==> src/rtl/dbg_rx_pkg.sv <==
package dbg_rx_pkg;
  localparam int unsigned DEF_DW = 32;

  // Classification of the access seen in one cycle
  typedef enum logic [1:0] {
    ACC_IDLE  = 2'b00,
    ACC_WRITE = 2'b01,
    ACC_READ  = 2'b10,
    ACC_BOTH  = 2'b11
  } acc_e;

  function automatic acc_e classify(input logic wr, input logic rd);
    return acc_e'({rd, wr});
  endfunction
endpackage

==> src/rtl/drx_store.sv <==
module drx_store #(
  parameter int unsigned DW = 32
) (
  input  logic          clk,
  input  logic          rst_n,
  input  logic          load,
  input  logic [DW-1:0] din,
  output logic [DW-1:0] q
);
  // No reset on the data word: its contents are undefined after reset
  always_ff @(posedge clk) begin
    if (load) q <= din;
  end

  AST_STORE_LOADS: assert property (@(posedge clk) disable iff (!rst_n)
    load |=> q == $past(din)) else $error("store load");
endmodule

==> src/rtl/drx_flag.sv <==
module drx_flag
  import dbg_rx_pkg::*;
(
  input  logic clk,
  input  logic rst_n,
  input  logic wr,
  input  logic rd,
  output logic full,
  output logic overrun
);
  acc_e acc;
  logic full_d;
  logic ovr_d;

  always_comb begin
    acc    = classify(wr, rd);
    full_d = full;
    ovr_d  = 1'b0;
    unique case (acc)
      ACC_IDLE:  full_d = full;
      ACC_WRITE: begin full_d = 1'b1; ovr_d = full; end
      ACC_READ:  full_d = 1'b0;
      ACC_BOTH:  full_d = 1'b1;   // read consumes old word, write refills
      default:   full_d = full;
    endcase
  end

  always_ff @(posedge clk) begin
    if (!rst_n) begin
      full    <= 1'b0;
      overrun <= 1'b0;
    end else begin
      full    <= full_d;
      overrun <= ovr_d;
    end
  end

  AST_WR_SETS_FULL: assert property (@(posedge clk) disable iff (!rst_n)
    wr |=> full) else $error("write flag");
  AST_RD_CLEARS: assert property (@(posedge clk) disable iff (!rst_n)
    (rd && !wr) |=> !full) else $error("read clear");
  AST_FLAG_HOLDS: assert property (@(posedge clk) disable iff (!rst_n)
    (!rd && !wr) |=> $stable(full)) else $error("flag hold");
  AST_OVR_CAUSE: assert property (@(posedge clk) disable iff (!rst_n)
    overrun |-> ($past(wr) && $past(full) && !$past(rd))) else $error("overrun cause");
  AST_OVR_ONE_CYCLE: assert property (@(posedge clk) disable iff (!rst_n)
    (overrun && !(wr && full && !rd)) |=> !overrun) else $error("overrun width");
endmodule

==> src/rtl/drx_rdport.sv <==
module drx_rdport #(
  parameter int unsigned   DW   = 32,
  parameter logic [DW-1:0] FILL = '0
) (
  input  logic          clk,
  input  logic          rst_n,
  input  logic          rd,
  input  logic          full,
  input  logic [DW-1:0] held,
  output logic          rvalid,
  output logic [DW-1:0] rdata
);
  always_ff @(posedge clk) begin
    if (!rst_n) rvalid <= 1'b0;
    else        rvalid <= rd;
  end

  always_ff @(posedge clk) begin
    if (rd) rdata <= full ? held : FILL;
  end

  AST_RVALID_TIMING: assert property (@(posedge clk) disable iff (!rst_n)
    rvalid == ($past(rd) && $past(rst_n))) else $error("rvalid timing");
  AST_RDATA_HIT: assert property (@(posedge clk) disable iff (!rst_n)
    (rd && full) |=> rdata == $past(held)) else $error("read data");
endmodule

==> src/rtl/dbg_rx_mailbox.sv <==
module dbg_rx_mailbox #(
  parameter int unsigned   DW   = dbg_rx_pkg::DEF_DW,
  parameter logic [DW-1:0] FILL = {(DW/2){2'b10}}
) (
  input  logic          clk,
  input  logic          rst_n,
  input  logic          dbg_wr_valid,
  output logic          dbg_wr_ready,
  input  logic [DW-1:0] dbg_wr_data,
  input  logic          cpu_rd_req,
  output logic          cpu_rd_valid,
  output logic [DW-1:0] cpu_rd_data,
  output logic          rx_full,
  output logic          wr_overrun
);
  logic          wr_fire;
  logic [DW-1:0] held;

  assign dbg_wr_ready = 1'b1;
  assign wr_fire      = dbg_wr_valid && dbg_wr_ready;

  drx_store #(.DW(DW)) u_store (
    .clk(clk), .rst_n(rst_n), .load(wr_fire), .din(dbg_wr_data), .q(held)
  );

  drx_flag u_flag (
    .clk(clk), .rst_n(rst_n), .wr(wr_fire), .rd(cpu_rd_req),
    .full(rx_full), .overrun(wr_overrun)
  );

  drx_rdport #(.DW(DW), .FILL(FILL)) u_rd (
    .clk(clk), .rst_n(rst_n), .rd(cpu_rd_req), .full(rx_full), .held(held),
    .rvalid(cpu_rd_valid), .rdata(cpu_rd_data)
  );

  AST_READY_HIGH: assert property (@(posedge clk) disable iff (!rst_n)
    dbg_wr_ready) else $error("ready");
  AST_BOTH_REFILLS: assert property (@(posedge clk) disable iff (!rst_n)
    (wr_fire && cpu_rd_req) |=> (rx_full && !wr_overrun)) else $error("both");
endmodule

==> config.mk <==
export PLATFORM = sky130hd
export DESIGN_NAME = dbg_rx_mailbox
export DESIGN_NICKNAME = d
export VERILOG_FILES = /design/src/rtl/dbg_rx_pkg.sv /design/src/rtl/drx_store.sv /design/src/rtl/drx_flag.sv /design/src/rtl/drx_rdport.sv /design/src/rtl/dbg_rx_mailbox.sv
export SDC_FILE = /design/constraint.sdc
export NUM_CORES = 1
export LEC_CHECK = 0
export BUFFER_PORTS_ARGS = -buffer_cell sky130_fd_sc_hd__clkbuf_2
export CAP_MARGIN = 30
export CORE_MARGIN = 2
export CORE_UTILIZATION = 52
export DETAILED_ROUTE_END_ITERATION = 10
export PLACE_DENSITY = 0.85
export REMOVE_ABC_BUFFERS = 1
export SYNTH_ARGS = -nofsm -noshare
export SYNTH_HDL_FRONTEND = slang
export SYNTH_SLANG_ARGS = --single-unit
export TNS_END_PERCENT = 50
==> constraint.sdc <==
create_clock -name clk -period 1.6 [get_ports clk]
set_clock_uncertainty 0.1 [all_clocks]
set_input_delay 0.08 -clock clk [delete_from_list [all_inputs] [get_ports clk]]
set_output_delay 0.08 -clock clk [all_outputs]
set_load 0.05 [all_outputs]
Yosys cells after proc, flatten, opt, wreduce, memory -nomap -nowiden
Cells that the tools add are included.
{"block": "word_totals", "register_bits": 67}
{"block": "classes", "n_mux": 1, "n_reduce_logical": 3, "n_eq_ne": 3}
{"cell": "$eq A2 B2 Y1 const B", "n": 2}
{"cell": "$eq A2 B1 Y1 const B", "n": 1}
{"cell": "$logic_not A2 Y1", "n": 1}
{"cell": "$pmux W1 S2", "n": 1}
{"cell": "$reduce_and A2 Y1", "n": 1}
{"cell": "$reduce_or A2 Y1", "n": 1}

Longest topological paths before layout
Gate-level depths: netlist of the first run.
{"block": "depth", "depth_word": 3, "mapped_depth": 2, "depth_no_buf": 2}

By module
Synthesis of the first run repeated with hierarchy kept, for this count alone.
{"block": "unflattened", "cells_unflattened": 108, "area_unflattened_um2": 2244.7}
{"mod": "drx_rdport", "area_each_um2": 1204.9, "cells_each": 69, "seq_area_each_um2": 980.9, "n_inst": 1}
{"mod": "drx_store", "area_each_um2": 960.9, "cells_each": 32, "seq_area_each_um2": 960.9, "n_inst": 1}
{"mod": "drx_flag", "area_each_um2": 67.6, "cells_each": 5, "seq_area_each_um2": 40.0, "n_inst": 1}
{"mod": "dbg_rx_mailbox", "area_each_um2": 11.3, "cells_each": 2, "seq_area_each_um2": 0.0, "n_inst": 1}

Worst setup path before layout of the first run
OpenSTA, ideal clock, no wires.
{"block": "synth_path", "path_type": "register -> register", "startpoint": "register u_flag.full", "endpoint": "register u_rd.rdata[11], data pin", "t_arrival_ns": 1.023, "period_less_slack_ns": 1.380, "setup_time_ns": 0.257, "stages_incl_launch_ff": 3, "path_buffers": 1, "slack_ns": 0.220, "path_cell_list": "dfxtp_1 buf_2 nand2b_1"}
{"element": "from (decl)", "line_no": "drx_flag.sv:8", "rtl": "output logic full,"}
{"element": "from (signal assigned)", "line_no": "drx_flag.sv:33", "rtl": "full <= full_d;"}
{"element": "to (signal assigned)", "line_no": "drx_rdport.sv:19", "rtl": "if (rd) rdata <= full ? held : FILL;"}
{"element": "to (decl)", "line_no": "drx_rdport.sv:11", "rtl": "output logic [DW-1:0] rdata"}
No word-level cell between the ends.

Final worst setup path of the first run
{"block": "layout_path", "startpoint": "register u_flag.full", "endpoint": "output rx_full"}
{"element": "to (decl)", "line_no": "dbg_rx_mailbox.sv:13", "rtl": "output logic rx_full,"}
No word-level cell between the ends.

==> results of run 1 <==
## registers in the layout, summed over array words and instances, names as in the netlist
register        flops
u_flag.full         1
u_flag.overrun      1
u_rd.rdata         32
u_rd.rvalid         1
u_store.q          32
## cells by family (layout without fill, tap and decap cells)
group	after synthesis	in the layout	share of synthesized area (%)
AO/OA/AOI/OAI	1	1	0.336
buffers and inverters	4	122	1.12
flip-flops	67	67	88.5
other	1	1	0.168
AND/OR/NAND/NOR	35	35	9.84
## path summary, 6_finish.rpt
check	end	slack [ps]
worst min-delay path	u_rd.rdata[12]	90
worst max-delay path	rx_full	250
worst min register to register	u_rd.rdata[15]	400
worst max register to register	u_flag.overrun	530
## layout by cell type (no fill, tap or decap)
cell type,instances
clkinv_1,3
dfxtp_1,3
clkbuf_2,70
clkinv_2,2
clkbuf_8,9
and2b_1,1
dlygate4sd3_1,33
conb_1,1
buf_4,1
and2_1,17
buf_12,3
nand2b_1,16
edfxtp_1,64
o21a_1,1
and3_1,1
clkbuf_1,1
## power by group
group,switching (uW),internal [uW]
sequential,27.4,2050
combinational,265,153
clock,559,533
## layout make-up
type	instances	area, sq um	share of cell area, %
multi-input cells	37	231	7.29
clock inverters	5	21.3	0.670
flip-flops and latches	67	1980	62.5
repair buffers	107	748	23.6
well taps	50	62.6	1.97
clock buffers	10	128	4.02
## routing by layer
| metal | GRT usage (%) | vias to the layer above | wire (um) |
|---|---|---|---|
| li1 | - | 615 | - |
| met1 | 18.8 | 602 | 1350 |
| met2 | 37.4 | 50 | 2540 |
| met3 | 4.22 | 9 | 200 |
| met4 | 12.0 | 0 | 122 |
| met5 | 0 | - | 0 |
## metrics by stage
step / setup WS, ps / cell area [sq um] / utilization, % / std cells
after floorplan: 51.1 / 2210 / - / 104
after global placement: 591 / 2690 / 66.4 / 228
after detailed placement: 542 / 2690 / 66.4 / 228
after CTS: 254 / 3170 / 78.2 / 276
after global routing: 182 / 3170 / 78.2 / 276
final: 252 / 3170 / 78.2 / 276
==> results by group, run 1 <==
Status
  • Status: complete, no violations

Detailed routing
  • Avg WL per Cell: 15.3 um
  • Post-route ant nets: 0
  • Via-to-Cell Ratio: 4.62
  • Vias after detailed routing: 1,276
  • DRT iter0 DRCs: 111
  • Post-Route WL: 4210 um
  • DR pass1 iterations: 4
  • # DRC: 0

Clocking
  • Latest clock arrival within the worst-skew pair: 310 ps
  • Worst-path clk slew: 70 ps
  • CTS HTree Levels: 3
  • CTS max path bufs: 2
  • Hold buffers post-CTS: 33
  • Root buf cell: clkbuf_8
  • CTS Buf Count: 9
  • # Post-CTS Setup Buffers: 0
  • Post-CTS resize count: 0
  • CTS tree: yes
  • CTS sink count: 67

Power and ir drop
  • Pwr dens: 1130 nW/um^2
  • Leak: 0.00126 uW
  • Maximum VDD drop: 801 uV
  • Tot Pwr: 3580 uW

Critical path
  • Max stage delay cell, worst path: dfxtp_1
  • Crit path launch type: register
  • FF-to-FF Start: u_flag.full
  • Arr. time, crit path: 1170 ps
  • CP required: 1420 ps
  • Crit path max-delay family: buffers and inverters
  • Crit-path cells: buf_12 > clkbuf_2
  • Worst reg-to-reg path cell count: 3
  • Max stage delay on crit path: 370 ps
  • CP Max Fanout: 34
  • Crit path launch: u_flag.full
  • Setup crit end kind: primary output
  • Kind of critical path: register to primary output
  • WP depth: 2
  • Buffers and inverters on the worst path: 2

Synthesis
  • Post-Syn Instances: 108
  • Post-synth top cells: edfxtp_1 (64), and2_1 (17), nand2b_1 (16), dfxtp_1 (3), buf_4 (2)
  • Register area share after synthesis: 88.5%
  • Ys flop type: edfxtp_1
  • Cell with the most instances after synthesis: edfxtp_1
  • Ys Warns: 0
  • Most area-consuming cells after synthesis: edfxtp_1 (86%), and2_1 (4.8%), nand2b_1 (4.5%)
  • Avg Inst Size Synth: 20.7 sq um
  • Netlist cell types: 11
  • Share of flip-flops with an asynchronous set or reset: 0%
  • #FFs+latches synth: 67
  • Synth area leader: edfxtp_1
  • Post-synth EDFFs: 64
  • Post-Synthesis Cell Area: 2240 sq um
  • Top-area cell type share of the netlist area: 85.9%

STA
  • Final slew viol count: 0
  • Setup TNS: 0 ps
  • Final setup viols: 0
  • Fin crit period: 1350 ps
  • F_max: 742 MHz
  • Hold slack: 94.1 ps
  • RSZ-0062 raised after global routing: false
  • Final hold vios: 0
  • Period utilisation layout: 84.2%

Cells and area
  • Final Net Count: 258
  • Antenna cells: 0
  • Final-layout fill cell count: 229
  • Share of layout cells above drive strength 1: 37.6%
  • Synthesis-to-finish area growth: 41.8%

Worst hold path
  • Min-Delay Startpoint: cpu_rd_req
  • Hold Path Cell Cnt: 1
  • Hold crit path type: primary input to register

Run
  • Max Cap Viol: 0

Floorplan
  • Core Area: 4060 sq um
  • Chip height: 69.6 um
  • Top-level I/O count: 72
  • Core Rows: 23
  • DIE AREA: 4850 sq um
  • Die Wd: 69.6 um
  • Initial Utilization: 55.2%

Global routing
  • Vias in the first global route: 1,422
  • Grt total ovfl: 0
  • Initial antenna violation count: 0
  • Global-route wire length before repair: 6850 um
  • GRT Overall Usage: 19.6%
  • Pin count of the biggest net entering global routing: 35

Place
  • I/O Buffers: 70
  • RePlAce Congestion: 0.687
  • Post-DP HPWL: 2420 um
No activity file was read; power rests on OpenSTA's default activity.
==> run 2: changes to the inputs <==
--- a/config.mk
+++ b/config.mk
@@ -8,9 +8,9 @@
 export BUFFER_PORTS_ARGS = -buffer_cell sky130_fd_sc_hd__clkbuf_2
 export CAP_MARGIN = 30
 export CORE_MARGIN = 2
-export CORE_UTILIZATION = 52
+export CORE_UTILIZATION = 44
 export DETAILED_ROUTE_END_ITERATION = 10
-export PLACE_DENSITY = 0.85
+export PLACE_DENSITY = 0.77
 export REMOVE_ABC_BUFFERS = 1
 export SYNTH_ARGS = -nofsm -noshare
 export SYNTH_HDL_FRONTEND = slang
==> constraint.sdc (replaced) <==
create_clock -name clk -period 1.22 [get_ports clk]
set_clock_uncertainty 0.1 [all_clocks]
set_input_delay 0.061 -clock clk [delete_from_list [all_inputs] [get_ports clk]]
set_output_delay 0.061 -clock clk [all_outputs]
set_load 0.05 [all_outputs]
==> results by group, run 2 (synthesis results as in run 1) <==
Place
  • Post-DP HPWL: 2250 um
  • Dpl cell area: 2710 sq um
  • Dpl ws: 191 ps
  • RePlAce Congestion: 0.698
  • I/O Buffers: 70

Critical path
  • Crit path launch type: register
  • Arr. time, crit path: 970 ps
  • FF-to-FF Start: u_flag.full
  • Max stage delay cell, worst path: edfxtp_1
  • Max stage delay on crit path: 390 ps
  • Buffers and inverters on the worst path: 1
  • Crit path max-delay family: flip-flops
  • CP required: 1060 ps
  • Kind of critical path: register to primary output
  • Flop-to-flop setup slack: 120 ps
  • Setup crit end kind: primary output
  • CP Max Fanout: 1
  • Crit-path cells: clkbuf_2
  • Worst reg-to-reg path cell count: 3
  • Reg2reg end: u_rd.rdata[10]

STA
  • Setup WS post-layout: 86.5 ps
  • Period utilisation layout: 92.9%
  • RSZ-0062 raised after global routing: false
  • Final hold vios: 0
  • Fin crit period: 1130 ps
  • Final setup viols: 0
  • Final slew viol count: 0
  • Hold slack: 86.6 ps
  • F_max: 882 MHz

Floorplan
  • Top-level I/O count: 72
  • Core Rows: 25
  • DIE AREA: 5670 sq um
  • Chip height: 75.3 um
  • Die Wd: 75.3 um
  • Initial Utilization: 46.5%
  • Core Area: 4820 sq um

Clocking
  • CTS max path bufs: 2
  • CTS Buf Count: 9
  • Worst-path clk slew: 70 ps
  • CTS HTree Levels: 3
  • CTS tree: yes
  • CTS sink count: 67
  • Latest clock arrival within the worst-skew pair: 330 ps
  • Root buf cell: clkbuf_8

Power and ir drop
  • Clock Power Share: 32.3%
  • Pwr dens: 1480 nW/um^2
  • Switching power: 1100 uW
  • Net Sw Frac: 22.7%
  • Combinational power share: 11.5%
  • Leak: 0.00130 uW
  • Maximum VDD drop: 887 uV
  • Sequential share of power: 56.2%
  • Internal Power: 3740 uW
  • Tot Pwr: 4840 uW

Global routing
  • Pin count of the biggest net entering global routing: 35
  • Initial antenna violation count: 0
  • Grt total ovfl: 0
  • Global-route wire length before repair: 5310 um
  • Vias in the first global route: 1,200
  • GRT Overall Usage: 14.1%

Detailed routing
  • Vias after detailed routing: 1,256
  • DR pass1 iterations: 4
  • Via-to-Cell Ratio: 4.19
  • Avg WL per Cell: 12.4 um
  • Post-Route WL: 3710 um
  • # DRC: 0
  • DRT iter0 DRCs: 24
  • Post-route ant nets: 0

Cells and area
  • Final Net Count: 264
  • Share of layout cells above drive strength 1: 39.5%
  • Commonest non-fill, non-tap cells in the layout: clkbuf_2 (69), edfxtp_1 (64), dlygate4sd3_1 (34), and2_1 (17), nand2b_1 (16)
  • Synthesis-to-finish area growth: 45.6%
  • Most common cell after layout, fill and taps aside: clkbuf_2
  • Largest registers: u_rd.rdata x32, u_store.q x32
  • Final-layout fill cell count: 333
  • Design area: 3260 sq um
  • Antenna cells: 0

Run
  • Max Cap Viol: 0

Worst hold path
  • Hold path endpoint: u_store.q[1]
  • Hold crit path type: primary input to register
  • Min-Delay Startpoint: dbg_wr_valid
  • Hold Path Cell Cnt: 2

Status
  • Status: complete, no violations
==> run 2: cell types whose count changed in the layout (fill, tap and decap cells not counted), sizes merged <==
| cell | previous run | this run |
|---|---|---|
| buf | 4 | 10 |
| clkbuf | 80 | 83 |
| clkinv | 5 | 2 |
| dlygate4sd3 | 33 | 34 |
==> run 2: cell type report <==
cell class              instances  area, sq um  area share (%)
well taps                      67         83.8            2.57
clock inverters                 2         10.0           0.307
repair buffers                113          790            24.2
flip-flops and latches         67         1980            60.8
clock buffers                  14          163            4.99
multi-input cells              37          231            7.10
==> run 2: metal layers <==
metal,vias up,GRT usage [%],share of wire (%)
met5,-,0,0
met4,0,6.82,2.4
met3,10,8.73,6.9
met2,47,25.6,60
met1,571,11.7,31
li1,628,-,-
==> run 2: power groups by stage <==
stage | Clock (uW) | Sequential (uW) | Combinational, uW
after global routing | 1700 | 2730 | 590
after detailed placement | 0 | 2770 | 455
final | 1560 | 2720 | 556
after global placement | 0 | 2760 | 451
after CTS | 1600 | 2720 | 544
after floorplan | 0 | 2980 | 50.4
==> run 2: through the flow <==
stage / TNS, ps / instances / util, %
after floorplan: -9030 / 104 / -
after global placement: 0 / 246 / 56.3
after detailed placement: 0 / 246 / 56.3
after CTS: 0 / 296 / 67.0
after global routing: 0 / 300 / 67.7
final: 0 / 300 / 67.7
==> run 2: repair_timing <==
item	4_1_cts	5_1_grt
hold buffers	34	0
pin swaps	0	0
endpoints found under the setup margin	1	1
endpoints found under the hold margin	36	0
gates resized for setup	1	0
buffers inserted	0	4
==> run 2: worst register-to-register path: stages, from the launching register on <==
cell and delay (ps):
dfxtp_1 320, buf_6 140, buf_4 150, and2_1 140
==> run 2: how the worst max path moves through the flow <==
stage                        start               to  slack (ps)  cells past startpoint
floorplan              u_flag.full   u_flag.overrun        -330                      2
global placement       u_flag.full   u_flag.overrun         210                      3
detailed placement     u_flag.full   u_flag.overrun         190                      3
CTS                    u_flag.full          rx_full          30                      2
global route           u_flag.full          rx_full          30                      2
finish              u_rd.rdata[17]  cpu_rd_data[17]          90                      1
